[config.mk]
export PLATFORM = sky130hd
export DESIGN_NAME = pwm_zero_set
export DESIGN_NICKNAME = d
export VERILOG_FILES = /design/src/rtl/pwm_zs_pkg.sv /design/src/rtl/pwm_zs_counter.sv /design/src/rtl/pwm_zs_width.sv /design/src/rtl/pwm_zs_out.sv /design/src/rtl/pwm_zero_set.sv
export SDC_FILE = /design/constraint.sdc
export NUM_CORES = 1
export LEC_CHECK = 0
export CORE_MARGIN = 2
export CORE_UTILIZATION = 51
export CTS_CLUSTER_DIAMETER = 120
export DETAILED_ROUTE_END_ITERATION = 8
export GPL_TIMING_DRIVEN = 1
export PLACE_DENSITY = 0.85
export SLEW_MARGIN = 30
export SYNTH_ARGS = -nofsm -noshare
export SYNTH_HDL_FRONTEND = slang
export SYNTH_HIERARCHICAL = 1
export SYNTH_SLANG_ARGS = --single-unit
[constraint.sdc]
create_clock -name clk -period 3.45 [get_ports clk]
set_input_delay 0.5175 -clock clk [delete_from_list [all_inputs] [get_ports clk]]
set_output_delay 0.5175 -clock clk [all_outputs]
set_load 0.02 [all_outputs]
[src/rtl/pwm_zs_pkg.sv]
package pwm_zs_pkg;

   typedef enum logic [1:0] {
      LATCH_HOLD  = 2'd0,
      LATCH_SET   = 2'd1,
      LATCH_CLEAR = 2'd2
   } latch_act_e;

   function automatic logic [31:0] all_ones(input int unsigned w);
      logic [31:0] v;
      v = '0;
      for (int unsigned i = 0; i < 32; i++) begin
         if (i < w) v[i] = 1'b1;
      end
      return v;
   endfunction

endpackage

[src/rtl/pwm_zs_counter.sv]
module pwm_zs_counter #(
   parameter int unsigned CNT_W = 16
) (
   input  logic             clk,
   input  logic             rst,
   input  logic             tick_i,
   output logic [CNT_W-1:0] next_o,
   output logic             wrap_o
);
   localparam logic [CNT_W-1:0] CNT_MAX = CNT_W'(pwm_zs_pkg::all_ones(CNT_W));

   logic [CNT_W-1:0] cnt_q;

   generate
      if (CNT_W < 2 || CNT_W > 32) begin : g_bad_width
         $error("pwm_zs_counter: CNT_W must be 2..32");
      end
   endgenerate

   assign next_o = cnt_q + CNT_W'(1);
   assign wrap_o = tick_i && (cnt_q == CNT_MAX);

   always_ff @(posedge clk) begin
      if (rst)         cnt_q <= CNT_MAX;
      else if (tick_i) cnt_q <= next_o;
   end

   assert_count_holds_R7: assert property (@(posedge clk) disable iff (rst)
      !tick_i |=> $stable(cnt_q));

endmodule

[src/rtl/pwm_zs_width.sv]
module pwm_zs_width #(
   parameter int unsigned CNT_W = 16
) (
   input  logic             clk,
   input  logic             rst,
   input  logic             wr_en_i,
   input  logic [CNT_W-1:0] wr_width_i,
   input  logic             load_i,
   output logic [CNT_W-1:0] cmp_o
);
   logic [CNT_W-1:0] hold_q;
   logic [CNT_W-1:0] active_q;

   always_ff @(posedge clk) begin
      if (rst) begin
         hold_q   <= '0;
         active_q <= '0;
      end else begin
         if (wr_en_i) hold_q <= wr_width_i;
         if (load_i)  active_q <= hold_q;
      end
   end

   // on the rollover tick the new width already governs count zero
   assign cmp_o = load_i ? hold_q : active_q;

   assert_active_only_at_wrap_R9: assert property (@(posedge clk) disable iff (rst)
      !load_i |=> $stable(active_q));

endmodule

[src/rtl/pwm_zs_out.sv]
module pwm_zs_out #(
   parameter int unsigned CNT_W = 16
) (
   input  logic             clk,
   input  logic             rst,
   input  logic             tick_i,
   input  logic             wrap_i,
   input  logic [CNT_W-1:0] next_i,
   input  logic [CNT_W-1:0] cmp_i,
   input  logic             full_i,
   output logic             pwm_o
);
   import pwm_zs_pkg::*;

   latch_act_e act;
   logic       lat_q;
   logic       lat_d;
   logic       out_q;

   always_comb begin
      act = LATCH_HOLD;
      if (tick_i) begin
         if (next_i == cmp_i) act = LATCH_CLEAR;
         else if (wrap_i)     act = LATCH_SET;
      end
      unique case (act)
         LATCH_SET:   lat_d = 1'b1;
         LATCH_CLEAR: lat_d = 1'b0;
         default:     lat_d = lat_q;
      endcase
   end

   always_ff @(posedge clk) begin
      if (rst) begin
         lat_q <= 1'b0;
         out_q <= 1'b0;
      end else begin
         lat_q <= lat_d;
         out_q <= full_i | lat_d;
      end
   end

   assign pwm_o = out_q;

   assert_full_duty_high_R6: assert property (@(posedge clk) disable iff (rst)
      full_i |=> pwm_o);

   assert_match_clears_R2: assert property (@(posedge clk) disable iff (rst)
      (tick_i && next_i == cmp_i && !full_i) |=> !pwm_o);

   assert_zero_width_low_R3: assert property (@(posedge clk) disable iff (rst)
      (wrap_i && cmp_i == '0 && !full_i) |=> !pwm_o);

endmodule

[src/rtl/pwm_zero_set.sv]
module pwm_zero_set #(
   parameter int unsigned CNT_W = 16
) (
   input  logic             clk,
   input  logic             rst,
   input  logic             tick_en,
   input  logic             wr_en,
   input  logic [CNT_W-1:0] wr_width,
   input  logic             full_duty,
   output logic             pwm_o
);
   logic [CNT_W-1:0] next_cnt;
   logic             wrap;
   logic [CNT_W-1:0] cmp_width;

   pwm_zs_counter #(.CNT_W(CNT_W)) u_cnt (
      .clk(clk), .rst(rst), .tick_i(tick_en),
      .next_o(next_cnt), .wrap_o(wrap)
   );

   pwm_zs_width #(.CNT_W(CNT_W)) u_width (
      .clk(clk), .rst(rst), .wr_en_i(wr_en), .wr_width_i(wr_width),
      .load_i(wrap), .cmp_o(cmp_width)
   );

   pwm_zs_out #(.CNT_W(CNT_W)) u_out (
      .clk(clk), .rst(rst), .tick_i(tick_en), .wrap_i(wrap),
      .next_i(next_cnt), .cmp_i(cmp_width), .full_i(full_duty),
      .pwm_o(pwm_o)
   );

   assert_reset_low_R10: assert property (@(posedge clk)
      rst |=> !pwm_o);

endmodule

==> results.toml <==
[synth]
synth_top_area_cell = "dfxtp_1"
synth_top_area_share_pct = 40.3
syn_inst = 252
syn_area_per_cell_sq_um = 9.86
synth-main-ff-cell = "dfxtp_1"
yosysSeqAreaShare_pct = 40.3
synth_warnings = 6
yosys-top-cells-area = "dfxtp_1, xnor2_1, mux2i_1, mux2_4, mux2_2"
async_flop_share_pct = 0
synth_seq_cells = 50
syn_nets = 275
synth_edf_count = 0
syn_area_sq_um = 2480
synth_cell_type_count = 37

[clocking]
cts.sinks = 50
tritoncts.num_buffers = 5
cts-root-buf = "clkbuf_8"
cts_tree = "built"
cts_buffer_depth = 2
clk_pin_slew_ns = 0.08
insertion_delay_ns = 0.30
ctsHtreeMaxLevel = 2
hold_buffers = 0

[routing]
vias = 1746
avgRoutedWirePerCell_um = 13.9
drt-pass1-iter-count = 4
routed_wl_mm = 4.86
drt_iter0_markers = 125
detail_route.vias_per_cell = 4.99
drc = 0
postRouteAntennaNets = 0

[global_routing]
antenna_found_initial = 0
grt_pass1_wl_mm = 7.85
grt_max_degree = 39
overflow = 0
grt_pass1_vias = 1711
track_usage_pct = 18.9

[sta]
finClkSkew_ns = 0.00445
finalMaxSlewViolations = 0
period_share_pct = 94.2
hold_viol_final = 0
fin_tns_setup_ns = 0
hold-worst-slack_ns = 0.495
fmax_ghz = 0.308
tightestPinTransition_ns = 0.900
slew_headroom_pct = 39.8
layout_setup_ws_ns = 0.200
finalSetupViolCount = 0
period_needed_ns = 3.25

[run]
maxCapViolCount = 0

[place]
dpl.hpwl_mm = 3.43
dp.cells = 338
place_area_sq_um = 2790
pre_cts_ws_ns = -0.259
place_congestion = 0.859
io_buffers = 21

[final_layout]
final_area_sq_um = 2970
num-fill-cells = 399
drive_gt1_share_pct = 18.7
syn_to_final_growth_pct = 19.5
diodes = 0
fin_cells = 350
finalNetCount = 305
fin_util_pct = 62.9

[pwr]
peakVddDrop_mv = 0.274
leakage_nw = 1.21
power.density_nw_per_um2 = 596
power_mw = 1.77

[setup_path]
worst-r2r-setup-slack_ns = 0.20
path_cells = "nand4_1, nor4_4, and3_4, buf_12, buf_8, mux2_2, xnor2_1, nand4_1, nor4_2, nand2_1, ha_1, mux2i_1, a21oi_1"
start_kind = "register"
slowest_delay_ns = 0.42
cp_max_fo = 10
r2r_cells = 13
crit_family = "simple AND/OR/NAND/NOR gates"
worstSetupPathDepth = 13
crit_required_ns = 3.62
cp.arrival_ns = 3.42
crit_slowest_cell = "dfxtp_1"
worst-path-buf-inv = 2
cpMostUsedCell = "nand4_1"
critPathKind = "register to register"
end_kind = "register"

[die]
die_x_um = 73.8
core_area_sq_um = 4720
die-area_sq_um = 5450
fp.dieH_um = 73.8
ios = 22
start_util_pct = 52.6
rows = 25

[hold_path]
hold_depth = 2
worstHoldPathType = "register to register"

[run_status]
outcome = "complete, no violations"
-- tightest hold or removal path: stages, from the launching register on --
cell and delay, ns:
dfxtp_1 0.31, mux2i_1 0.07, nor2_1 0.08
-- area by class of cell --
class / count / area, sq um / area share [%]
well taps: 67 / 83.8 / 2.82
multi-input cells: 183 / 1400 / 47.2
clock buffers: 6 / 72.6 / 2.44
clock inverters: 2 / 37.5 / 1.26
inverters: 5 / 18.8 / 0.632
flip-flops and latches: 50 / 1000 / 33.8
repair buffers: 37 / 353 / 11.9
-- per-layer routing --
layer	GRT usage, %	share of wire (%)	vias up
met4	6.46	0.82	0
li1	-	-	892
met1	23.9	47	814
met5	0	0	-
met2	31.5	49	34
met3	4.25	3.3	6
-- sequential cells by signal (all words and copies together) (netlist names) --
| register | count |
|---|---|
| u_cnt/cnt_q | 16 |
| u_width/active_q | 16 |
| u_width/hold_q | 16 |
| u_out/lat_q | 1 |
| u_out/pwm_o | 1 |
-- path summary, 6_finish.rpt --
kind,from,end
worst max register to register,u_cnt/cnt_q[8],u_out/pwm_o
worst min-delay path,u_out/lat_q,u_out/lat_q
worst min register to register,u_out/lat_q,u_out/lat_q
worst max-delay path,u_cnt/cnt_q[8],u_out/pwm_o
-- cell usage after synthesis (2+ instances only) --
cell type  instances
mux2_2             9
dfxtp_1           50
buf_2              5
mux2i_1           20
nor3_1             5
nor2_1            23
nand2_1           21
nand3_1            9
mux2_4             7
clkbuf_1           4
buf_4              2
and3_1             4
xor2_1            11
xnor2_1           30
nor2b_4            3
nor2b_1           16
inv_1              5
a21oi_1            2
ha_1               2
nand4_1            7
-- report_power, final --
part	total [mW]	leakage (nW)	internal (mW)	switching (mW)
sequential	0.684	0.409	0.633	0.0517
combinational	0.679	0.753	0.347	0.332
clock	0.405	0.0514	0.216	0.188
total	1.77	1.21	1.20	0.572
-- timing repair --
item	in CTS	in global routing
endpoints found under the hold margin	0	0
endpoints found under the setup margin	0	2
resized for setup	0	8
buffers inserted	0	4
-- cell families after synthesis --
logic type,share of synthesized area (%)
compound gates,0.906
simple gates,22.6
buf+inv,4.43
fa+ha+maj,1.01
flops,40.3
mux,16.4
xor+xnor,14.5
-- cells in the final DEF, fill, tap and decap left out, types with 2 or more instances in the layout --
master,n
a21oi_1,2
and3_1,3
buf_4,14
clkbuf_8,5
clkdlybuf4s50_1,20
dfxtp_1,49
ha_1,2
inv_1,5
mux2_2,9
mux2_4,7
mux2i_1,20
nand2_1,21
nand3_1,9
nand4_1,7
nor2_1,23
nor2b_1,16
nor2b_4,3
nor3_1,5
xnor2_1,29
xor2_1,11
Power figures use the tool's default switching activity.
